==> config.mk <==
export PLATFORM = sky130hd
export DESIGN_NAME = bmt_top
export DESIGN_NICKNAME = d
export VERILOG_FILES = /design/src/rtl/bmt_pkg.sv /design/src/rtl/bmt_regdec.sv /design/src/rtl/bmt_counter.sv /design/src/rtl/bmt_rdlatch.sv /design/src/rtl/bmt_ovf.sv /design/src/rtl/bmt_top.sv
export SDC_FILE = /design/constraint.sdc
export NUM_CORES = 1
export LEC_CHECK = 0
export BUFFER_PORTS_ARGS = -buffer_cell sky130_fd_sc_hd__buf_4
export CAP_MARGIN = 20
export CORE_MARGIN = 4
export CORE_UTILIZATION = 49
export CTS_CLUSTER_SIZE = 14
export DETAILED_ROUTE_END_ITERATION = 6
export MAX_ROUTING_LAYER = met4
export PLACE_DENSITY_LB_ADDON = 0.3
export SLEW_MARGIN = 25
export SYNTH_ARGS = -nofsm -noshare
export SYNTH_HDL_FRONTEND = slang
export SYNTH_HIERARCHICAL = 1
export SYNTH_SLANG_ARGS = --single-unit
==> constraint.sdc <==
create_clock -name clk -period 6.4 [get_ports clk]
set_input_delay 0.32 -clock clk [delete_from_list [all_inputs] [get_ports clk]]
set_output_delay 0.32 -clock clk [all_outputs]
set_load 0.1 [all_outputs]
==> src/rtl/bmt_pkg.sv <==
package bmt_pkg;
    localparam int BYTE_W = 8;
    localparam int ADDR_W = 8;
    localparam int N_LANES = 2;
    localparam int CNT_W = N_LANES * BYTE_W;

    localparam int CTL_FLAG_BIT = 7;
    localparam int CTL_IEN_BIT  = 6;
    localparam int CTL_CLR_BIT  = 5;

    typedef logic [BYTE_W-1:0] byte_t;
    typedef logic [ADDR_W-1:0] addr_t;
    typedef logic [CNT_W-1:0]  cnt_t;

    typedef enum logic [2:0] {
        SEL_NONE,
        SEL_CTRL,
        SEL_CNT_HI,
        SEL_CNT_LO,
        SEL_MOD_HI,
        SEL_MOD_LO
    } reg_sel_e;

    typedef struct packed {
        logic rd_cnt_hi;
        logic rd_cnt_lo;
        logic wr_ctrl;
        logic wr_mod_hi;
        logic wr_mod_lo;
    } strobe_t;

    typedef struct packed {
        logic flag_keep;
        logic irq_en;
        logic cnt_clear;
    } ctrl_wr_t;

    function automatic ctrl_wr_t unpack_ctrl(input byte_t d);
        ctrl_wr_t c;
        c.flag_keep = d[CTL_FLAG_BIT];
        c.irq_en    = d[CTL_IEN_BIT];
        c.cnt_clear = d[CTL_CLR_BIT];
        return c;
    endfunction

    function automatic byte_t pack_status(input logic flag, input logic ien);
        byte_t s;
        s = '0;
        s[CTL_FLAG_BIT] = flag;
        s[CTL_IEN_BIT]  = ien;
        return s;
    endfunction

    function automatic cnt_t next_count(input cnt_t cur, input cnt_t lim);
        return (cur == lim) ? '0 : cur + cnt_t'(1);
    endfunction
endpackage

==> src/rtl/bmt_regdec.sv <==
module bmt_regdec
    import bmt_pkg::*;
#(
    parameter addr_t A_CTRL   = 8'h20,
    parameter addr_t A_CNT_HI = 8'h21,
    parameter addr_t A_CNT_LO = 8'h22,
    parameter addr_t A_MOD_HI = 8'h23,
    parameter addr_t A_MOD_LO = 8'h24
) (
    input  addr_t    addr,
    input  logic     rd,
    input  logic     wr,
    output reg_sel_e sel,
    output strobe_t  stb
);
    always_comb begin
        if (addr == A_CTRL)        sel = SEL_CTRL;
        else if (addr == A_CNT_HI) sel = SEL_CNT_HI;
        else if (addr == A_CNT_LO) sel = SEL_CNT_LO;
        else if (addr == A_MOD_HI) sel = SEL_MOD_HI;
        else if (addr == A_MOD_LO) sel = SEL_MOD_LO;
        else                       sel = SEL_NONE;
    end

    // Count bytes have no write strobe at all: writes there fall away here.
    always_comb begin
        stb.rd_cnt_hi = rd && (sel == SEL_CNT_HI);
        stb.rd_cnt_lo = rd && (sel == SEL_CNT_LO);
        stb.wr_ctrl   = wr && (sel == SEL_CTRL);
        stb.wr_mod_hi = wr && (sel == SEL_MOD_HI);
        stb.wr_mod_lo = wr && (sel == SEL_MOD_LO);
    end
endmodule

==> src/rtl/bmt_counter.sv <==
module bmt_counter
    import bmt_pkg::*;
(
    input  logic clk,
    input  logic rst,
    input  logic tick,
    input  logic freeze,
    input  logic clr,
    input  cnt_t limit,
    output cnt_t count,
    output logic wrap_evt
);
    logic adv;

    assign adv      = tick && !freeze && !clr;
    assign wrap_evt = adv && (count == limit);

    always_ff @(posedge clk) begin
        if (rst)      count <= '0;
        else if (clr) count <= '0;
        else if (adv) count <= next_count(count, limit);
    end

    p_step_r2: assert property (@(posedge clk) disable iff (rst)
        (tick && !freeze && !clr && count != limit) |=> (count == $past(count) + cnt_t'(1)));

    p_wrap_zero_r3: assert property (@(posedge clk) disable iff (rst)
        (tick && !freeze && count == limit) |=> (count == '0));

    p_clear_r9: assert property (@(posedge clk) disable iff (rst)
        clr |=> (count == '0));

    p_freeze_hold_r12: assert property (@(posedge clk) disable iff (rst)
        (freeze && !clr) |=> $stable(count));
endmodule

==> src/rtl/bmt_rdlatch.sv <==
module bmt_rdlatch
    import bmt_pkg::*;
(
    input  logic  clk,
    input  logic  rst,
    input  logic  rd_hi,
    input  logic  rd_lo,
    input  byte_t live_lo,
    output byte_t lo_view
);
    logic  held;
    byte_t snap;

    always_ff @(posedge clk) begin
        if (rst) begin
            held <= 1'b0;
            snap <= '0;
        end else if (rd_lo) begin
            held <= 1'b0;
        end else if (rd_hi && !held) begin
            held <= 1'b1;
            snap <= live_lo;
        end
    end

    assign lo_view = held ? snap : live_lo;

    p_snap_kept_r6: assert property (@(posedge clk) disable iff (rst)
        (held && !rd_lo) |=> (held && $stable(snap)));

    p_release_r5: assert property (@(posedge clk) disable iff (rst)
        rd_lo |=> !held);

    p_capture_r5: assert property (@(posedge clk) disable iff (rst)
        (rd_hi && !held) |=> (held && snap == $past(live_lo)));
endmodule

==> src/rtl/bmt_ovf.sv <==
module bmt_ovf
    import bmt_pkg::*;
#(
    parameter cnt_t LIMIT_RST = '1
) (
    input  logic    clk,
    input  logic    rst,
    input  strobe_t stb,
    input  byte_t   wdata,
    input  logic    wrap_evt,
    output cnt_t    limit,
    output logic    flag,
    output logic    ien,
    output logic    pending,
    output logic    cnt_clr,
    output logic    irq
);
    ctrl_wr_t cw;
    logic     flag_clr;
    byte_t    lane_q [N_LANES];
    logic     lane_we [N_LANES];

    assign cw       = unpack_ctrl(wdata);
    assign cnt_clr  = stb.wr_ctrl && cw.cnt_clear;
    assign flag_clr = stb.wr_ctrl && !cw.flag_keep;

    assign lane_we[0] = stb.wr_mod_lo;
    assign lane_we[1] = stb.wr_mod_hi;

    for (genvar b = 0; b < N_LANES; b++) begin : g_lane
        always_ff @(posedge clk) begin
            if (rst)             lane_q[b] <= LIMIT_RST[b*BYTE_W +: BYTE_W];
            else if (lane_we[b]) lane_q[b] <= wdata;
        end
        assign limit[b*BYTE_W +: BYTE_W] = lane_q[b];
    end

    always_ff @(posedge clk) begin
        if (rst) begin
            flag    <= 1'b0;
            ien     <= 1'b0;
            pending <= 1'b0;
        end else begin
            if (wrap_evt && !pending) flag <= 1'b1;
            else if (flag_clr)        flag <= 1'b0;
            if (stb.wr_ctrl)          ien  <= cw.irq_en;
            if (stb.wr_mod_hi)        pending <= 1'b1;
            else if (stb.wr_mod_lo)   pending <= 1'b0;
        end
    end

    assign irq = flag && ien && !pending;

    p_pending_blocks_r8: assert property (@(posedge clk) disable iff (rst)
        (pending && !flag) |=> !flag);

    p_flag_sticky_r10: assert property (@(posedge clk) disable iff (rst)
        (flag && !flag_clr) |=> flag);

    p_flag_cleared_r10: assert property (@(posedge clk) disable iff (rst)
        (flag_clr && !wrap_evt) |=> !flag);

    p_limit_kept_r9: assert property (@(posedge clk) disable iff (rst)
        (!stb.wr_mod_hi && !stb.wr_mod_lo) |=> $stable(limit));
endmodule

==> src/rtl/bmt_top.sv <==
module bmt_top
    import bmt_pkg::*;
#(
    parameter addr_t CTRL_ADDR   = 8'h20,
    parameter addr_t CNT_HI_ADDR = 8'h21,
    parameter addr_t CNT_LO_ADDR = 8'h22,
    parameter addr_t MOD_HI_ADDR = 8'h23,
    parameter addr_t MOD_LO_ADDR = 8'h24,
    parameter cnt_t  LIMIT_RST   = '1
) (
    input  logic        clk,
    input  logic        rst,
    input  logic        tick_en,
    input  logic        freeze,
    input  logic [7:0]  bus_addr,
    input  logic        bus_rd,
    input  logic        bus_wr,
    input  logic [7:0]  bus_wdata,
    output logic [7:0]  bus_rdata,
    output logic        ovf_irq
);
    reg_sel_e sel;
    strobe_t  stb;
    cnt_t     count;
    cnt_t     limit;
    logic     wrap_evt;
    logic     flag;
    logic     ien;
    logic     pending;
    logic     cnt_clr;
    byte_t    lo_view;

    bmt_regdec #(
        .A_CTRL(CTRL_ADDR), .A_CNT_HI(CNT_HI_ADDR), .A_CNT_LO(CNT_LO_ADDR),
        .A_MOD_HI(MOD_HI_ADDR), .A_MOD_LO(MOD_LO_ADDR)
    ) u_dec (
        .addr(bus_addr), .rd(bus_rd), .wr(bus_wr), .sel(sel), .stb(stb)
    );

    bmt_counter u_cnt (
        .clk(clk), .rst(rst), .tick(tick_en), .freeze(freeze), .clr(cnt_clr),
        .limit(limit), .count(count), .wrap_evt(wrap_evt)
    );

    bmt_rdlatch u_lat (
        .clk(clk), .rst(rst), .rd_hi(stb.rd_cnt_hi), .rd_lo(stb.rd_cnt_lo),
        .live_lo(count[BYTE_W-1:0]), .lo_view(lo_view)
    );

    bmt_ovf #(.LIMIT_RST(LIMIT_RST)) u_ovf (
        .clk(clk), .rst(rst), .stb(stb), .wdata(bus_wdata), .wrap_evt(wrap_evt),
        .limit(limit), .flag(flag), .ien(ien), .pending(pending),
        .cnt_clr(cnt_clr), .irq(ovf_irq)
    );

    always_comb begin
        unique case (sel)
            SEL_CTRL:   bus_rdata = pack_status(flag, ien);
            SEL_CNT_HI: bus_rdata = count[CNT_W-1:BYTE_W];
            SEL_CNT_LO: bus_rdata = lo_view;
            SEL_MOD_HI: bus_rdata = limit[CNT_W-1:BYTE_W];
            SEL_MOD_LO: bus_rdata = limit[BYTE_W-1:0];
            default:    bus_rdata = '0;
        endcase
    end

    p_irq_quiet_pending_r11: assert property (@(posedge clk) disable iff (rst)
        $rose(pending) |-> !ovf_irq);

    p_cnt_write_ignored_r7: assert property (@(posedge clk) disable iff (rst)
        (bus_wr && (bus_addr == CNT_HI_ADDR || bus_addr == CNT_LO_ADDR)
         && !tick_en && !bus_rd) |=> $stable(count));
endmodule

==> results.py, run 1 <==
metrics = {
    "critical_path": {
        "path_max_fanout": 7,
        "cp-end-kind": "output pin",
        "r2r_slack_ns": 4.40,
        "reg2reg_depth": 5,
        "r2r_end": "u_cnt/count[15]",
        "startpoint": "bus_addr[4]",
        "crit_required_ns": 6.08,
        "worstPathArrival_ns": 2.53,
        "cp-start-kind": "input port",
        "worstSetupPathType": "in -> out",
        "reg2reg_from": "u_ovf/lane_q[0][6]",
    },
    "cts": {
        "clk_path_buf_depth": 2,
        "cts_tree": "yes",
        "htreeDepth": 2,
        "clk_pin_slew_ns": 0.08,
        "cts.sinks": 44,
        "ctsHoldBuffers": 0,
        "numCtsBuffers": 5,
        "insertion_delay_ns": 0.29,
        "cts_resized": 0,
        "cts_root_buf": "clkbuf_8",
        "post_cts_buffers": 0,
    },
    "hold_path": {
        "min_path_cells": 2,
        "holdCritStartpoint": "tick_en",
        "hp-class": "in -> reg",
        "hold_end": "u_cnt/count[1]",
    },
    "logic_synthesis": {
        "yosysMostFrequentCell": "nand2b_1",
        "syn_area_um2": 2610,
        "syn_inst": 261,
        "synth-seq-cells": 44,
        "synth-simple-area-share_pct": 27.9,
        "synth_area_per_cell_um2": 10.0,
        "yosys.area.top_type": "dfxtp_1",
        "muxShareOfSynthArea_pct": 11.9,
        "ys.flop_type": "dfxtp_1",
        "synthArstFlopShare_pct": 0,
        "ys_types": 52,
        "synth_nets": 284,
        "yosys-top-cells-area": "dfxtp_1, edfxtp_1, mux2i_1",
        "synth_compound_area_share_pct": 5.79,
        "synth_top_family_by_area": "simple AND/OR/NAND/NOR gates",
        "synth_top_area_share_pct": 21.4,
        "yosys_warnings": 6,
        "synth_edf_count": 16,
        "synth-xor-area-share_pct": 10.7,
        "synth_fa_ha_area_share_pct": 0.479,
        "ys_top_cells_by_count": "nand2b_1, dfxtp_1, nor2_1, mux2i_1, xor2_1",
        "yosysSeqAreaShare_pct": 39.8,
    },
    "final_layout": {
        "antenna_cells": 0,
        "multi_input_area_um2": 1500,
        "nNetsFinal": 313,
        "drive_gt1_share_pct": 23.0,
        "syn_to_final_growth_pct": 14.1,
        "utilization_pct": 58.0,
        "final_area_um2": 2980,
        "seq_area_um2": 1040,
        "nFillCells": 483,
    },
    "die": {
        "floorplan.initialDensity_pct": 50.9,
        "io_pins": 31,
        "die_area_um2": 6570,
        "core_area_um2": 5140,
        "die_h_um": 81.0,
        "num_rows": 26,
        "fp.dieW_um": 81.0,
    },
    "power_and_ir_drop": {
        "p_int_w": 0.000419,
        "clkPwrFrac_pct": 35.6,
        "switching_share_pct": 22.6,
        "p_sw_w": 0.000122,
        "p_leak_nw": 1.02,
        "pwr-share-comb_pct": 8.7,
        "power_frac_seq_pct": 55.8,
        "ir_drop_v": 0.000109,
        "p_per_area_nw_per_um2": 181,
    },
    "timing": {
        "hold_violations": 0,
        "slew-limit-headroom_pct": 44.1,
        "tightest_slew_ns": 0.835,
        "setup_tns_ns": 0,
        "finalSetupViolCount": 0,
        "slew_violations": 0,
        "rsz0062_at_grt": "no",
        "worst_slack_ns": 3.55,
        "fin_crit_ns": 2.85,
        "post-route-period-util_pct": 44.5,
        "clock_skew_ns": 0.0122,
        "fmax_mhz": 351,
    },
    "run_status": {
        "outcome": "complete, no violations",
    },
    "place": {
        "portBuffers": 30,
        "placed_area_um2": 2870,
        "globalplace.congestion": 0.819,
        "place_ws_ns": 3.30,
        "dp_hpwl_um": 4200,
    },
    "route": {
        "antenna_left": 0,
        "vias": 1925,
        "wl_per_cell_um": 15.1,
        "dr.pass1.iters": 4,
        "drt-vias-per-instance": 5.33,
        "drt_iter0_markers": 185,
        "post-route-drc-count": 0,
        "drt-total-wl_um": 5450,
    },
    "job": {
        "cap_violations": 0,
    },
    "grt": {
        "grt_max_degree": 27,
        "overflow": 0,
        "grt_pass1_vias": 1886,
        "grt_usage_pct": 18.8,
        "antenna_found_initial": 0,
        "grt_pass1_wl_um": 9220,
    },
}
-- registers in the layout (all words and copies together) (netlist names) --
name	cells
u_lat/snap	8
u_ovf/lane_q	16
u_ovf/pending	1
u_ovf/flag	1
u_cnt/count	16
u_ovf/ien	1
u_lat/held	1
-- worst max path at each step --
stage / to / slack, ns / cells past startpoint
final: bus_rdata[3] / 3.55 / 6
after global routing: bus_rdata[7] / 3.44 / 7
after floorplan: bus_rdata[7] / 2.54 / 5
after global placement: bus_rdata[3] / 3.36 / 6
after detailed placement: bus_rdata[3] / 3.30 / 6
after CTS: bus_rdata[3] / 3.31 / 6
-- area by class of cell --
| cell class | instances | area share, % |
|---|---|---|
| clock buffers | 7 | 3.27 |
| clock inverters | 1 | 0.168 |
| inverters | 6 | 0.755 |
| multi-input cells | 202 | 50.1 |
| flip-flops and latches | 44 | 34.9 |
| well taps | 70 | 2.94 |
| repair buffers | 31 | 7.81 |
-- per-stage QoR --
stage / hold slack [ns] / instances / power [W]
global placement: 0.455 / 353 / 0.000354
global route: 0.227 / 361 / 0.000564
detailed placement: 0.464 / 353 / 0.000355
finish: 0.238 / 361 / 0.000541
CTS: 0.226 / 361 / 0.000546
floorplan: 0.389 / 261 / 0.000335
-- power by group through the flow --
stage | sequential, W | clock, W | combinational (W)
floorplan | 0.000306 | 0 | 0.0000289
global placement | 0.000308 | 0 | 0.0000455
detailed placement | 0.000308 | 0 | 0.0000464
CTS | 0.000302 | 0.000197 | 0.0000465
global route | 0.000303 | 0.000210 | 0.0000510
finish | 0.000302 | 0.000192 | 0.0000468
-- cell families (layout without fill, tap and decap cells) --
kind of cell | count (synthesis) | count (layout)
mux | 30 | 30
compound gates | 20 | 20
fa+ha+maj | 1 | 1
flops | 44 | 44
xor+xnor | 32 | 32
simple gates | 119 | 119
buf+inv | 15 | 45
-- per-layer routing --
layer	vias up	track usage, %	part of all wire [%]
li1	974	-	-
met1	904	24.9	47
met2	37	28.7	47
met3	10	3.88	4.1
met4	0	6.42	1.7
met5	-	-	0
-- layout by cell type (no fill, tap or decap), drive strengths merged, types with 5 or more instances in the layout --
| master | count |
|---|---|
| mux2 | 8 |
| xor2 | 19 |
| edfxtp | 16 |
| xnor2 | 13 |
| nor4 | 8 |
| nand4 | 5 |
| nand2b | 33 |
| clkbuf | 7 |
| or2 | 5 |
| dfxtp | 28 |
| mux2i | 22 |
| inv | 6 |
| buf | 31 |
| o22ai | 5 |
| nor2 | 25 |
| nand2 | 14 |
-- critical path, cell delays in order --
cell and delay [ns]:
buf_4 0.11, or4_4 0.56, nor4_2 0.54, or2b_2 0.40, o22ai_1 0.25, buf_4 0.34
Power figures use the tool's default switching activity.
==> run 2, diff against run 1 <==
==> constraint.sdc (replaced) <==
create_clock -name clk -period 2.7 [get_ports clk]
set_input_delay 0.135 -clock clk [delete_from_list [all_inputs] [get_ports clk]]
set_output_delay 0.135 -clock clk [all_outputs]
set_load 0.1 [all_outputs]
==> run 2 against run 1 <==
Compared with the run above: sequential share of layout area fell by 1.5 points; clock-buffer cell count rose by 1; critical endpoint is now bus_rdata[5]; via count rose by 0.10%; combinational power rose to 2.5 times the previous value; sequential power rose by 140%; clock power rose by 120%; first-iteration DRC count fell by 30%; sequential cell count did not move; worst setup slack got worse by 3.2 ns; power rose by 130%; die area did not move; cell area rose by 4.5%.
==> results.py, run 2 (synthesized netlist as in run 1, its figures left out) <==
metrics = {
    "run_status": {
        "outcome": "complete, no violations",
    },
    "grt": {
        "grt_max_degree": 27,
        "grt_pass1_vias": 1764,
        "overflow": 0,
        "use_met3_pct": 3.66,
        "grt_pass1_wl_um": 8940,
        "use_met1_pct": 25.6,
        "grt_usage_pct": 18.5,
        "antenna_found_initial": 0,
        "grt_busiest_layer": "met2",
        "use_met2_pct": 28.2,
    },
    "job": {
        "cap_violations": 0,
    },
    "cts": {
        "htreeDepth": 2,
        "cts_resized": 0,
        "clk_pin_slew_ns": 0.08,
        "cts_root_buf": "clkbuf_8",
        "clk_path_buf_depth": 2,
        "cts_tree": "yes",
        "cts.sinks": 44,
        "post_cts_buffers": 0,
        "numCtsBuffers": 5,
        "ctsHoldBuffers": 0,
        "insertion_delay_ns": 0.29,
    },
    "timing": {
        "post-route-period-util_pct": 86.0,
        "fmax_mhz": 431,
        "hold_violations": 0,
        "clock_skew_ns": 0.00632,
        "finalSetupViolCount": 0,
        "worst_slack_ns": 0.378,
        "rsz0062_at_grt": "no",
        "tightest_slew_ns": 0.499,
        "slew-limit-headroom_pct": 66.7,
        "slew_violations": 0,
        "fin_crit_ns": 2.32,
    },
    "die": {
        "die_area_um2": 6570,
        "die_h_um": 81.0,
        "num_rows": 26,
        "io_pins": 31,
        "core_area_um2": 5140,
        "fp.dieW_um": 81.0,
        "floorplan.initialDensity_pct": 50.9,
    },
    "critical_path": {
        "r2r_end": "u_cnt/count[15]",
        "r2r_slack_ns": 0.91,
        "reg2reg_from": "u_cnt/count[3]",
        "cp-start-kind": "input port",
        "path_max_fanout": 7,
        "worstPathArrival_ns": 2.19,
        "cp-end-kind": "output pin",
        "worstSetupPathType": "in -> out",
        "reg2reg_depth": 5,
        "crit_required_ns": 2.57,
    },
    "power_and_ir_drop": {
        "p_leak_nw": 1.06,
        "ir_drop_v": 0.000381,
        "p_per_area_nw_per_um2": 404,
    },
    "final_layout": {
        "syn_to_final_growth_pct": 19.2,
        "nNetsFinal": 321,
        "drive_gt1_share_pct": 27.4,
        "layout.cells.most_common_list": "buf_4, nand2b_1, dfxtp_1, nor2_1, mux2i_1",
        "reg_top3": "u_cnt/count (16), u_ovf/lane_q (16), u_lat/snap (8)",
        "nFillCells": 479,
        "antenna_cells": 0,
        "mostFrequentLayoutCell": "buf_4",
        "multi_input_area_um2": 1580,
        "seq_area_um2": 1040,
        "utilization_pct": 60.6,
    },
    "route": {
        "drt_iter0_markers": 129,
        "drt-total-wl_um": 5500,
        "antenna_left": 0,
        "vias": 1927,
        "post-route-drc-count": 0,
        "drt-vias-per-instance": 5.22,
        "dr.pass1.iters": 4,
        "wl_per_cell_um": 14.9,
    },
    "hold_path": {
        "min_path_cells": 2,
        "hold_end": "u_cnt/count[1]",
        "hp-class": "in -> reg",
        "holdCritStartpoint": "tick_en",
    },
    "place": {
        "globalplace.congestion": 0.864,
        "portBuffers": 30,
        "dp_hpwl_um": 4310,
        "place_ws_ns": 0.364,
    },
}
-- run 2: where the power goes --
group	switching, W	internal, W
combinational	0.0000600	0.0000585
clock	0.000206	0.000219
sequential	0.0000153	0.000701
-- run 2: stage by stage --
stage / total power (W) / area (µm²) / TNS, ns / std cells / hold slack [ns]
2_1_floorplan: 0.000799 / 2700 / -0.133 / 261 / 0.204
5_1_grt: 0.00132 / 3120 / 0 / 369 / 0.0316
6_report: 0.00126 / 3120 / 0 / 369 / 0.0534
3_3_place_gp: 0.000847 / 3020 / 0 / 361 / 0.355
4_1_cts: 0.00127 / 3120 / 0 / 369 / 0.0452
3_5_place_dp: 0.000849 / 3020 / 0 / 361 / 0.357
-- run 2: routing by layer --
metal,share of wire (%),routed length (µm),vias up
met5,0,0,-
met3,3.5,192,2
met2,47,2590,30
met4,0.42,23,0
li1,-,-,987
met1,49,2690,908
-- run 2: critical path, stage by stage --
cell     delay, ns
buf_4         0.11
or4_4         0.55
nor4_1        0.25
buf_4         0.19
or2b_2        0.43
o22ai_4       0.21
buf_4         0.31
-- run 2: worst max-delay path by stage --
stage,startpoint,to,depth (start not counted)
4_1_cts,bus_addr[4],bus_rdata[5],7
3_5_place_dp,bus_addr[0],u_cnt/count[6],10
2_1_floorplan,bus_addr[4],bus_rdata[7],5
5_1_grt,bus_addr[4],bus_rdata[3],7
3_3_place_gp,bus_addr[4],bus_rdata[5],7
6_report,bus_addr[4],bus_rdata[5],7
-- run 2: cell type report --
cell class / instances / area share [%]
Clock buffer: 8 / 3.01
Inverter: 6 / 0.723
Timing Repair Buffer: 39 / 9.39
Tap cell: 70 / 2.81
Sequential cell: 44 / 33.4
Multi-Input combinational cell: 202 / 50.7
